**src/rtl/can_irq_pkg.sv**
```systemverilog
package can_irq_pkg;
    localparam int NUM_SRC = 5;
    localparam int B_RX    = 0;
    localparam int B_TX    = 1;
    localparam int B_ERR   = 2;
    localparam int B_OVR   = 3;
    localparam int B_WAKE  = 4;

    typedef enum logic [1:0] {EDGE_RISE, EDGE_FALL, EDGE_ANY} edge_mode_e;

    typedef logic [NUM_SRC-1:0] src_vec_t;

    typedef struct packed {
        src_vec_t flags;
        logic     irq;
    } flag_state_t;
endpackage

```
**src/rtl/can_irq_edge.sv**
```systemverilog
module can_irq_edge
    import can_irq_pkg::*;
#(
    parameter int         W    = 1,
    parameter edge_mode_e MODE = EDGE_RISE
) (
    input  logic         clk,
    input  logic         rst,
    input  logic [W-1:0] sig_i,
    output logic [W-1:0] evt_o
);
    logic [W-1:0] hist_d, hist_q;

    always_comb begin
        hist_d = sig_i;
    end

    always_ff @(posedge clk) begin
        if (rst) hist_q <= '0;
        else     hist_q <= hist_d;
    end

    generate
        if (MODE == EDGE_RISE) begin : g_rise
            assign evt_o = sig_i & ~hist_q;
        end else if (MODE == EDGE_FALL) begin : g_fall
            assign evt_o = ~sig_i & hist_q;
        end else begin : g_any
            assign evt_o = sig_i ^ hist_q;
        end
    endgenerate
endmodule

```
**src/rtl/can_irq_flags.sv**
```systemverilog
module can_irq_flags
    import can_irq_pkg::*;
(
    input  logic     clk,
    input  logic     rst,
    input  src_vec_t set_i,
    input  logic     clr_i,
    output src_vec_t flags_o,
    output logic     irq_o
);
    flag_state_t st_d, st_q;

    always_comb begin
        st_d = st_q;
        if (clr_i) st_d.flags = set_i;              // set beats clear
        else       st_d.flags = st_q.flags | set_i;
        st_d.irq = |st_d.flags;
    end

    always_ff @(posedge clk) begin
        if (rst) st_q <= '0;
        else     st_q <= st_d;
    end

    assign flags_o = st_q.flags;
    assign irq_o   = st_q.irq;

    // after a clearing read only same-cycle events survive
    p_clear_set_wins_r4: assert property (@(posedge clk) disable iff (rst)
        clr_i |=> (flags_o == $past(set_i)));

    // without a clearing read no flag drops
    p_sticky_r11: assert property (@(posedge clk) disable iff (rst)
        !clr_i |=> ((flags_o & $past(flags_o)) == $past(flags_o)));

    // request line tracks the stored flags
    p_irq_tracks_r5: assert property (@(posedge clk) disable iff (rst)
        irq_o == (flags_o != '0));
endmodule

```
**src/rtl/can_irq_status.sv**
```systemverilog
module can_irq_status
    import can_irq_pkg::*;
#(
    parameter int ADDR_W   = 5,
    parameter int DATA_W   = 8,
    parameter int REG_ADDR = 3
) (
    input  logic              clk,
    input  logic              rst,
    input  logic              cpu_rd,
    input  logic [ADDR_W-1:0] cpu_addr,
    output logic [DATA_W-1:0] cpu_rdata,
    output logic              irq_o,
    input  logic              en_rx,
    input  logic              en_tx,
    input  logic              en_err,
    input  logic              en_ovr,
    input  logic              rx_msg_new,
    input  logic              tx_buf_free,
    input  logic              err_status,
    input  logic              bus_status,
    input  logic              sleep_mode,
    input  logic              rxbuf_both_full,
    input  logic              rx_accept_start
);
    localparam logic [ADDR_W-1:0] HIT_ADDR = ADDR_W'(REG_ADDR);

    logic       tx_rise;
    logic [1:0] stat_chg;
    logic       wake_fall;
    logic       rd_hit;
    src_vec_t   set_v;
    src_vec_t   flags;

    can_irq_edge #(.W(1), .MODE(EDGE_RISE)) u_tx_edge (
        .clk(clk), .rst(rst), .sig_i(tx_buf_free), .evt_o(tx_rise));

    can_irq_edge #(.W(2), .MODE(EDGE_ANY)) u_stat_edge (
        .clk(clk), .rst(rst), .sig_i({bus_status, err_status}), .evt_o(stat_chg));

    can_irq_edge #(.W(1), .MODE(EDGE_FALL)) u_wake_edge (
        .clk(clk), .rst(rst), .sig_i(sleep_mode), .evt_o(wake_fall));

    always_comb begin
        rd_hit        = cpu_rd && (cpu_addr == HIT_ADDR);
        set_v         = '0;
        set_v[B_RX]   = en_rx  && rx_msg_new;
        set_v[B_TX]   = en_tx  && tx_rise;
        set_v[B_ERR]  = en_err && (|stat_chg);
        set_v[B_OVR]  = en_ovr && rxbuf_both_full && rx_accept_start;
        set_v[B_WAKE] = wake_fall;
    end

    can_irq_flags u_flags (
        .clk(clk), .rst(rst), .set_i(set_v), .clr_i(rd_hit),
        .flags_o(flags), .irq_o(irq_o));

    always_comb begin
        cpu_rdata = '0;
        if (rd_hit) cpu_rdata[NUM_SRC-1:0] = flags;
    end

    // reserved bits never carry data
    p_rsvd_zero_r2: assert property (@(posedge clk) disable iff (rst)
        cpu_rdata[DATA_W-1:NUM_SRC] == '0);

    // receive flag cannot rise without an enabled notification
    p_rx_gate_r6: assert property (@(posedge clk) disable iff (rst)
        !(en_rx && rx_msg_new) |=> !$rose(flags[B_RX]));

    // transmit flag needs an enabled rising edge
    p_tx_gate_r7: assert property (@(posedge clk) disable iff (rst)
        !(en_tx && tx_rise) |=> !$rose(flags[B_TX]));

    // error flag needs an enabled status change
    p_err_gate_r8: assert property (@(posedge clk) disable iff (rst)
        !(en_err && (stat_chg != 2'b00)) |=> !$rose(flags[B_ERR]));

    // overrun flag needs all three conditions
    p_ovr_gate_r9: assert property (@(posedge clk) disable iff (rst)
        !(en_ovr && rxbuf_both_full && rx_accept_start) |=> !$rose(flags[B_OVR]));

    // wake-up flag only after leaving sleep
    p_wake_gate_r10: assert property (@(posedge clk) disable iff (rst)
        !wake_fall |=> !$rose(flags[B_WAKE]));
endmodule

```
**config.mk**
```make
export PLATFORM = sky130hd
export DESIGN_NAME = can_irq_status
export DESIGN_NICKNAME = d
export VERILOG_FILES = /design/src/rtl/can_irq_pkg.sv /design/src/rtl/can_irq_edge.sv /design/src/rtl/can_irq_flags.sv /design/src/rtl/can_irq_status.sv
export SDC_FILE = /design/constraint.sdc
export NUM_CORES = 1
export LEC_CHECK = 0
export BUFFER_PORTS_ARGS = -buffer_cell sky130_fd_sc_hd__buf_4
export CAP_MARGIN = 20
export CELL_PAD_IN_SITES_DETAIL_PLACEMENT = 1
export CELL_PAD_IN_SITES_GLOBAL_PLACEMENT = 2
export CORE_UTILIZATION = 22
export DETAILED_ROUTE_END_ITERATION = 10
export PLACE_DENSITY_LB_ADDON = 0.12
export SYNTH_ARGS = -nofsm -noshare
export SYNTH_HDL_FRONTEND = slang
export SYNTH_SLANG_ARGS = --single-unit
```
**constraint.sdc**
```tcl
create_clock -name clk -period 3.6 [get_ports clk]
set_clock_uncertainty 0.2 [all_clocks]
set_input_delay 0.72 -clock clk [delete_from_list [all_inputs] [get_ports clk]]
set_output_delay 0.72 -clock clk [all_outputs]
set_load 0.03 [all_outputs]
```
After elaboration in Yosys (flattened, before gate mapping)
Index checks and enable logic that the tools add are counted.
{ "classes": {"n_eq_ne": 1, "muxes": 2, "bitwise": 6, "n_reduce_logical": 8} }
{ "op_table": {"columns": ["operator", "n"], "rows": [
  ["5-bit 2-to-1 mux", 2],
  ["1-bit logical AND", 6],
  ["5-bit by 2-bit == test with 1-bit output (second input constant)", 1],
  ["5-bit bitwise OR", 1],
  ["5-bit OR reduction", 1],
  ["1-bit bitwise AND", 2],
  ["1-bit inverter", 2],
  ["2-bit OR reduction", 1],
  ["2-bit XOR", 1]
]} }
{ "word_totals": {"regBits": 10, "in_bits": 19, "elab_cells": 22} }

Depth between registers and ports, before layout
Gate-level depths: netlist of run 1.
{ "logic_depth": {"ltp_word": 6, "depth_mapped": 4, "depth_no_buf": 4} }

By module
From an unflattened synthesis of run 1, not the netlist that was laid out.
{ "unflattened": {"hier_cells": 50, "hier_area_um2": 464.2} }
{ "by_module_without_submodules": {"columns": ["mod", "n_inst", "cells_per_inst", "area_per_inst_um2", "seq_area_each_um2"], "rows": [
  ["can_irq_flags", 1, 22, 195.2, 120.1],
  ["can_irq_status", 1, 16, 112.6, 0.0],
  ["can_irq_edge (u_stat_edge)", 1, 6, 73.8, 40.0],
  ["can_irq_edge (u_tx_edge)", 1, 3, 47.5, 20.0],
  ["can_irq_edge (u_wake_edge)", 1, 3, 35.0, 20.0]
]} }

Least setup slack after synthesis of run 1
Ideal clock, no wire load.
{ "synth_path": {"kind": "input to output", "startpoint": "in cpu_addr[3]", "endpoint": "out cpu_rdata[0]", "arrival_ns": 1.555, "required_ns": 2.680, "path_slack_ns": 1.125, "path_stages": 3, "path_buffers": 0, "path_cell_list": "nor4b_2 -> and3_1 -> and2_1"} }
{ "synth_between": {"elab_chain_len": 3} }
{ "synth_rtl": {"columns": ["element", "line", "source"], "rows": [
  ["start, declared", "can_irq_status.sv:11", "input logic [ADDR_W-1:0] cpu_addr,"],
  ["5-bit by 2-bit == test with 1-bit output", "can_irq_status.sv:45", "rd_hit = cpu_rd && (cpu_addr == HIT_ADDR);"],
  ["1-bit logical AND", "can_irq_status.sv:45", null],
  ["5-bit 2-to-1 mux", "can_irq_status.sv:60", "if (rd_hit) cpu_rdata[NUM_SRC-1:0] = flags;"],
  ["end, declared", "can_irq_status.sv:12", "output logic [DATA_W-1:0] cpu_rdata,"]
]} }
No other way between the ends.

Final worst setup path of run 1
{ "layout_path": {"startpoint": "in cpu_addr[3]", "endpoint": "out cpu_rdata[2]"} }
Same word-level chain as after synthesis.

==> results.toml, run 1 <==
[status]
outcome = "complete, no violations"

[layout]
fin_util = 0.362
nFillCells = 242
multi_input_area_sq_um = 218
antenna_cells = 0
drive_gt1_frac = 0.392
area_growth_pct = 49.3
seqCellArea_sq_um = 200
finalNetCount = 95

[grt]
grt_pass1_vias = 383
grt_antenna_before_repair = 0
met1_usage = 0.126
grt_util_met2 = 0.167
busiest_layer = "met2"
grt_first_pass_wirelength_um = 1600
grt_max_degree = 11
grt_util_met3 = 0.0275
grt_use_total = 0.109
grt_overflow = 0

[synth]
yosys.area_share.xor_xnor = 0.0401
synthSimpleGateAreaFrac = 0.309
ys.flop_type = "dfxtp_1"
async_flop_share = 0
synth-adder-area-share = 0
yosysTopAreaCell = "dfxtp_1"
yosys-top-cells-area = "dfxtp_1, and2_1, nor2b_1, buf_4, nand2_1"
synth_edf_count = 0
synth_common_cells = "dfxtp_1, nand2_1, and2_1"
synth_warnings = 0
synth_top_area_share = 0.458
synth_area_sq_um = 437
yosysMostFrequentCell = "dfxtp_1"
avgSynthCellArea_sq_um = 8.91
synthMuxAreaShare = 0
synth_compound_area_frac = 0.123
synth_cells = 49
synth_top_family_by_area = "simple AND/OR/NAND/NOR gates"
ys_types = 20
yosys_register_bits = 10
seq_area_frac_synth = 0.458

[power]
p_leak_nw = 0.306
vdd.ir_drop.worst_v = 0.000172
switching_power_uw = 60.0
power_frac_seq = 0.509
p_int_uw = 178
pwr-share-comb = 0.171
switching_share = 0.252
power-per-cell-area_nw_per_um2 = 365
clkPwrFrac = 0.319

[floorplanning]
initial_core_util = 0.242
core.rowCount = 15
die_w_um = 46.6
die_area_sq_um = 2170
core_sq_um = 1800
ios = 28
die_y_um = 46.6

[clock_network]
postCtsHoldBufs = 0
clk_root_buffer_cell = "clkbuf_4"
post_cts_buffers = 0
path_clk_slew_ns = 0.06
h-tree-depth = 1
cts_tree = "done"
clockBufferDepth = 2
cts_made_buffers = 3
cts_num_sinks = 10
clk_latency_ns = 0.26
cts_resized = 0

[critical_path]
crit_type = "input pin to output port"
crit_required_ns = 2.68
crit_path_top_delay_cell = "nor4b_2"
crit_path_end_kind = "output port"
crit_path_start_kind = "input pin"
cp.buffers_inverters = 2
crit_fanout = 5
cp_cell_sequence = "buf_4 > nor4b_2 > and3_1 > and2_1 > buf_4"
path_delay_family = "simple AND/OR/NAND/NOR gates"
cp_common_cell = "buf_4"
critPathArrivalTime_ns = 1.71
cpPeakStageDelay_ns = 0.33

[timing]
post-route-period-util = 0.729
drv_slew = 0
max_freq_ghz = 0.381
finalSetupViolCount = 0
fin_ws_ns = 0.975
fin_setup_tns_ns = 0
hold_ws_ns = 0.271
hold_viol = 0
fin_crit_ns = 2.63
rsz0062_at_grt = "no"

[min_path]
hold_class = "flip-flop to flip-flop"

[route]
drt_first_pass_iters = 3
drtIter0Drc = 1
wl_um = 983
viasPerCell = 4.10
wl_per_cell_um = 9.93
detail-route-antenna-nets = 0
drc = 0
vias = 406

[placement]
io_buffers = 24
gp_congestion = 0.602
dp_slack_ns = 0.962

[flow_run]
max-cap-violations = 0
[placed cells by master, fill, tap and decap left out, drive strengths merged]
cell / synthesis / layout
buf: 3 / 24
dfxtp: 10 / 10
nand2: 6 / 6
and2: 5 / 5
a21oi: 4 / 4
nor2b: 4 / 4
nor2: 3 / 3
conb: 1 / 3
clkbuf: 1 / 3
xor2: 2 / 2
o21ai: 2 / 2
nor4b: 1 / 1
and3: 1 / 1
nand2b: 1 / 1
nand3: 1 / 1
a32oi: 1 / 1
or4: 1 / 1
a311oi: 1 / 1
a31oi: 1 / 1
[kinds of logic (layout without fill, tap and decap cells)]
group | after synthesis | in the layout
AND/OR/NAND/NOR | 23 | 23
flip-flops | 10 | 10
AO/OA/AOI/OAI | 9 | 9
buffers and inverters | 4 | 27
XOR/XNOR | 2 | 2
other | 1 | 3
[per-layer routing]
metal | up-vias | share of wire
met5 | - | 0
met4 | 0 | 0.0051
met3 | 2 | 0.095
met2 | 20 | 0.45
met1 | 174 | 0.45
li1 | 210 | -
[final cells by class]
class,count,area share
Clock buffer,3,0.0345
Multi-Input combinational cell,37,0.334
Sequential cell,10,0.307
Tap cell,25,0.0480
Timing Repair Buffer,24,0.276
[stage by stage]
step / instance area [sq um] / std cells / power, mW
2_1_floorplan: 444 / 51 / 0.146
3_3_place_gp: 629 / 96 / 0.164
3_5_place_dp: 629 / 96 / 0.165
4_1_cts: 652 / 99 / 0.243
5_1_grt: 652 / 99 / 0.251
6_report: 652 / 99 / 0.238
[worst paths after layout]
kind,start,end,slack (ns),cells past startpoint
min,u_flags.flags_o[0]$_SDFF_PP0_,u_flags.flags_o[0]$_SDFF_PP0_,0.27,2
max,cpu_addr[3],cpu_rdata[2],0.97,5
max reg2reg,u_flags.flags_o[0]$_SDFF_PP0_,u_flags.irq_o$_SDFF_PP0_,2.20,3
min reg2reg,u_flags.flags_o[0]$_SDFF_PP0_,u_flags.flags_o[0]$_SDFF_PP0_,0.27,2
[state kept, by name, indices dropped and copies added (netlist names)]
| name | count |
|---|---|
| u_tx_edge.hist_q | 1 |
| u_stat_edge.hist_q | 2 |
| u_flags.irq_o | 1 |
| u_wake_edge.hist_q | 1 |
| u_flags.flags_o | 5 |
[worst register-to-register path, stage by stage (launching register included)]
cell and delay, ns:
dfxtp_1 0.32, or4_1 0.53, o21ai_1 0.13, a31oi_1 0.09
[power by group through the flow]
stage,combinational [mW],sequential [mW],clock (mW)
5_1_grt,0.0461,0.122,0.0830
3_3_place_gp,0.0407,0.124,0
6_report,0.0408,0.121,0.0760
2_1_floorplan,0.0208,0.125,0
3_5_place_dp,0.0412,0.124,0
4_1_cts,0.0414,0.121,0.0807
Power figures use the tool's default switching activity.
==> run 2, diff against run 1 <==
--- a/config.mk
+++ b/config.mk
@@ -9,7 +9,7 @@
 export CAP_MARGIN = 20
 export CELL_PAD_IN_SITES_DETAIL_PLACEMENT = 1
 export CELL_PAD_IN_SITES_GLOBAL_PLACEMENT = 2
-export CORE_UTILIZATION = 22
+export CORE_UTILIZATION = 20
 export DETAILED_ROUTE_END_ITERATION = 10
 export PLACE_DENSITY_LB_ADDON = 0.12
 export SYNTH_ARGS = -nofsm -noshare
==> constraint.sdc (replaced) <==
create_clock -name clk -period 2.55 [get_ports clk]
set_clock_uncertainty 0.2 [all_clocks]
set_input_delay 0.51 -clock clk [delete_from_list [all_inputs] [get_ports clk]]
set_output_delay 0.51 -clock clk [all_outputs]
set_load 0.03 [all_outputs]
==> run 2 against run 1 <==
Net effect: worst hold slack hardly changed; design area up 0.38%; die area grew 9.6%; first-iteration DRC count unchanged; highest routed layer is now met3; count of clock-buffer cells in the layout stayed put; register-to-register slack got worse by 1.0 ns; critical path depth did not move; wire length fell by 2.7%.
==> results.toml, run 2 (same netlist as run 1, synthesis figures left out) <==
[layout]
finalNetCount = 95
final_cell_mix = "buf_4, dfxtp_1, nand2_1"
area_growth_pct = 49.9
drive_gt1_frac = 0.392
antenna_cells = 0
layout_commonest_cell = "buf_4"
largest_reg_flops = 5

[floorplanning]
die_area_sq_um = 2370
core_sq_um = 2000
initial_core_util = 0.218
ios = 28
die_w_um = 48.7
die_y_um = 48.7
core.rowCount = 16

[route]
viasPerCell = 4.06
wl_per_cell_um = 9.47
vias = 410
drc = 0
wl_um = 956
drt_first_pass_iters = 2
drtIter0Drc = 1
detail-route-antenna-nets = 0

[min_path]
hold_class = "flip-flop to flip-flop"
holdPathEnd = "u_flags.flags_o[0]$_SDFF_PP0_"
worstHoldStart = "u_flags.flags_o[0]$_SDFF_PP0_"
hold_depth = 2

[placement]
io_buffers = 24
dp_slack_ns = 0.319
gp_congestion = 0.626

[grt]
grt_overflow = 0
grt_antenna_before_repair = 0
grt_max_degree = 11
grt_pass1_vias = 371
grt_first_pass_wirelength_um = 1610
grt_use_total = 0.0890

[timing]
post-route-period-util = 0.866
fin_ws_ns = 0.342
rsz0062_at_grt = "no"
hold_viol = 0
finalSetupViolCount = 0
fin_crit_ns = 2.21
drv_slew = 0
max_freq_ghz = 0.453
fin_setup_tns_ns = 0

[clock_network]
h-tree-depth = 1
post_cts_buffers = 0
cts_made_buffers = 3
postCtsHoldBufs = 0
cts_tree = "done"
clockBufferDepth = 2
clk_root_buffer_cell = "clkbuf_4"
cts_resized = 0
clk_latency_ns = 0.26
cts_num_sinks = 10
path_clk_slew_ns = 0.06

[critical_path]
crit_path_start_kind = "input pin"
crit_type = "input pin to output port"
rr_worst_depth = 3
timing.rr.end = "u_flags.irq_o$_SDFF_PP0_"
crit_fanout = 5
crit_required_ns = 1.84
critPathArrivalTime_ns = 1.50
crit_path_end_kind = "output port"
r2r_start = "u_flags.flags_o[0]$_SDFF_PP0_"
critPathLaunch = "cpu_addr[3]"
r2r_slack_ns = 1.16

[power]
vdd.ir_drop.worst_v = 0.000222
p_leak_nw = 0.306
power-per-cell-area_nw_per_um2 = 506

[status]
outcome = "complete, no violations"

[flow_run]
max-cap-violations = 0
run 2: cell counts in the layout (fill, tap and decap cells not counted):
Identical to the previous run, type by type.
run 2: per-layer routing:
layer	global-route usage	part of all wire
met5	0	0
met4	0.0294	0
met3	0.0535	0.097
met2	0.130	0.42
met1	0.107	0.48
run 2: through the flow:
stage               instances  utilization  total power [mW]  area, sq um  hold WS (ns)
floorplan                  51            -             0.206          444         0.239
global placement           98        0.316             0.232          632         0.266
detailed placement         98        0.316             0.233          632         0.266
CTS                       101        0.327             0.340          654         0.267
global route              101        0.327             0.357          654         0.275
finish                    101        0.327             0.331          654         0.271
run 2: power by group:
group | leakage, nW | total [mW] | internal [mW] | switching [mW]
clock network | 0.0138 | 0.103 | 0.0542 | 0.0485
logic | 0.210 | 0.0572 | 0.0305 | 0.0267
registers | 0.0831 | 0.171 | 0.166 | 0.00477
total | 0.306 | 0.331 | 0.251 | 0.0800
run 2: area by class of cell:
class                           count  area [sq um]
Timing Repair Buffer               24           180
Multi-Input combinational cell     37           218
Clock buffer                        3          22.5
Tap cell                           27          33.8
Sequential cell                    10           200
Fill cell                         249          1350
run 2: critical path, cell delays in order:
cell	delay (ns)
buf_4	0.11
nor4b_2	0.32
and3_1	0.25
and2_1	0.15
buf_4	0.16
run 2: worst max-delay path by stage:
stage / cells past startpoint / endpoint / slack (ns)
after global routing: 5 / cpu_rdata[3] / 0.24
after detailed placement: 5 / cpu_rdata[3] / 0.32
after global placement: 5 / cpu_rdata[1] / 0.35
final: 5 / cpu_rdata[3] / 0.34
after CTS: 5 / cpu_rdata[3] / 0.32
after floorplan: 3 / cpu_rdata[0] / 0.50
==> run 3, diff against run 2 <==
--- a/config.mk
+++ b/config.mk
@@ -12,6 +12,7 @@
 export CORE_UTILIZATION = 20
 export DETAILED_ROUTE_END_ITERATION = 10
 export PLACE_DENSITY_LB_ADDON = 0.12
+export REMOVE_ABC_BUFFERS = 1
 export SYNTH_ARGS = -nofsm -noshare
 export SYNTH_HDL_FRONTEND = slang
 export SYNTH_SLANG_ARGS = --single-unit
==> run 3 against run 2 <==
Net effect: design area did not move; critical path depth did not move; wire length rose by 1.5%; sequential power barely moved; flip-flop and latch count did not move; via count rose by 2.2%; fmax rose by 1.1%; highest routed layer unchanged; setup slack improved by 0.023 ns; largest power group unchanged; core utilization did not move; global-route usage rose by 0.59 points.
==> results.toml, run 3 (same netlist as run 1, synthesis figures left out) <==
[critical_path]
cp.buffers_inverters = 2
path_delay_family = "simple AND/OR/NAND/NOR gates"
rr_worst_depth = 3
critPathLaunch = "cpu_addr[3]"
cp_cell_sequence = "buf_4 > nor4b_2 > and3_1 > and2_1 > buf_4"
crit_required_ns = 1.84
crit_type = "input pin to output port"
crit_path_end_kind = "output port"
crit_fanout = 5
r2r_start = "u_flags.flags_o[0]$_SDFF_PP0_"
critPathArrivalTime_ns = 1.47
crit_path_top_delay_cell = "nor4b_2"
crit_path_start_kind = "input pin"
cpPeakStageDelay_ns = 0.31
cp.depth = 5
cp_common_cell = "buf_4"

[timing]
fin_crit_ns = 2.18
finalSetupViolCount = 0
fin_ws_ns = 0.365
post-route-period-util = 0.857
drv_slew = 0
max_freq_ghz = 0.458
hold_ws_ns = 0.265
fin_setup_tns_ns = 0
rsz0062_at_grt = "no"
hold_viol = 0

[clock_network]
post_cts_buffers = 0
path_clk_slew_ns = 0.06
cts_made_buffers = 3
postCtsHoldBufs = 0
clockBufferDepth = 2
clk_latency_ns = 0.26
cts_num_sinks = 10
cts_tree = "done"
cts_resized = 0
h-tree-depth = 1
clk_root_buffer_cell = "clkbuf_4"

[power]
clkPwrFrac = 0.306
vdd.ir_drop.worst_v = 0.000343
pwr-share-comb = 0.174
p_leak_nw = 0.306
power_frac_seq = 0.520
power-per-cell-area_nw_per_um2 = 504
switching_power_uw = 78.6
p_int_uw = 251
switching_share = 0.239

[floorplanning]
core.rowCount = 16
core_sq_um = 2000
die_area_sq_um = 2370
initial_core_util = 0.218
die_w_um = 48.7
die_y_um = 48.7
ios = 28

[placement]
post-dp-hpwl_um = 805
gp_congestion = 0.663
io_buffers = 24
dp_slack_ns = 0.338

[route]
vias = 419
wl_met1_um = 458
drtIter0Drc = 5
detail-route-antenna-nets = 0
wl_met2_um = 423
viasPerCell = 4.15
met3WireLength_um = 88
drt_first_pass_iters = 2
top_layer = "met3"
wl_um = 970
drc = 0
wl_per_cell_um = 9.60

[layout]
fin_util = 0.327
final_cell_mix = "buf_4, dfxtp_1, nand2_1"
layout_commonest_cell = "buf_4"
largest_reg_flops = 5
drive_gt1_frac = 0.392
area_growth_pct = 49.9
antenna_cells = 0
finalNetCount = 95

[min_path]
worstHoldStart = "u_flags.flags_o[0]$_SDFF_PP0_"
hold_class = "flip-flop to flip-flop"
hold_depth = 2

[grt]
grt_antenna_before_repair = 0
grt_max_degree = 11
grt_first_pass_wirelength_um = 1680
grt_pass1_vias = 390
grt_use_total = 0.0949
grt_overflow = 0

[status]
outcome = "complete, no violations"

[flow_run]
max-cap-violations = 0
==> run 3: path summary, 6_finish.rpt <==
path,slack (ns),end
setup reg to reg,1.15,u_flags.irq_o$_SDFF_PP0_
setup / recovery,0.37,cpu_rdata[2]
hold reg to reg,0.27,u_flags.flags_o[0]$_SDFF_PP0_
hold / removal,0.27,u_flags.flags_o[0]$_SDFF_PP0_
==> run 3: metrics by stage <==
stage / power (mW) / area [sq um] / std cells
after floorplan: 0.200 / 418 / 47
after global placement: 0.233 / 632 / 98
after detailed placement: 0.233 / 632 / 98
after CTS: 0.338 / 654 / 101
after global routing: 0.355 / 654 / 101
final: 0.330 / 654 / 101
==> run 3: worst reg2reg max path, cell delays in order (launching register included) <==
cell	delay [ns]
dfxtp_1	0.31
or4_1	0.52
o21ai_1	0.14
a31oi_1	0.10
==> run 3: power groups by stage <==
| stage | registers [mW] | logic, mW | clock network (mW) |
|---|---|---|---|
| finish | 0.171 | 0.0573 | 0.101 |
| global route | 0.173 | 0.0638 | 0.118 |
| CTS | 0.172 | 0.0584 | 0.108 |
| detailed placement | 0.175 | 0.0579 | 0 |
| global placement | 0.175 | 0.0577 | 0 |
| floorplan | 0.176 | 0.0240 | 0 |
==> run 3: cell type report <==
| type | instances | area [sq um] |
|---|---|---|
| clock buffers | 3 | 22.5 |
| fillers | 254 | 1350 |
| multi-input cells | 37 | 218 |
| flip-flops and latches | 10 | 200 |
| well taps | 27 | 33.8 |
| repair buffers | 24 | 180 |
==> run 3: metal layers <==
layer / vias up / GRT usage
met3: 0 / 0.0535
met1: 185 / 0.113
li1: 212 / -
met2: 22 / 0.150
met5: - / 0
met4: 0 / 0.0147
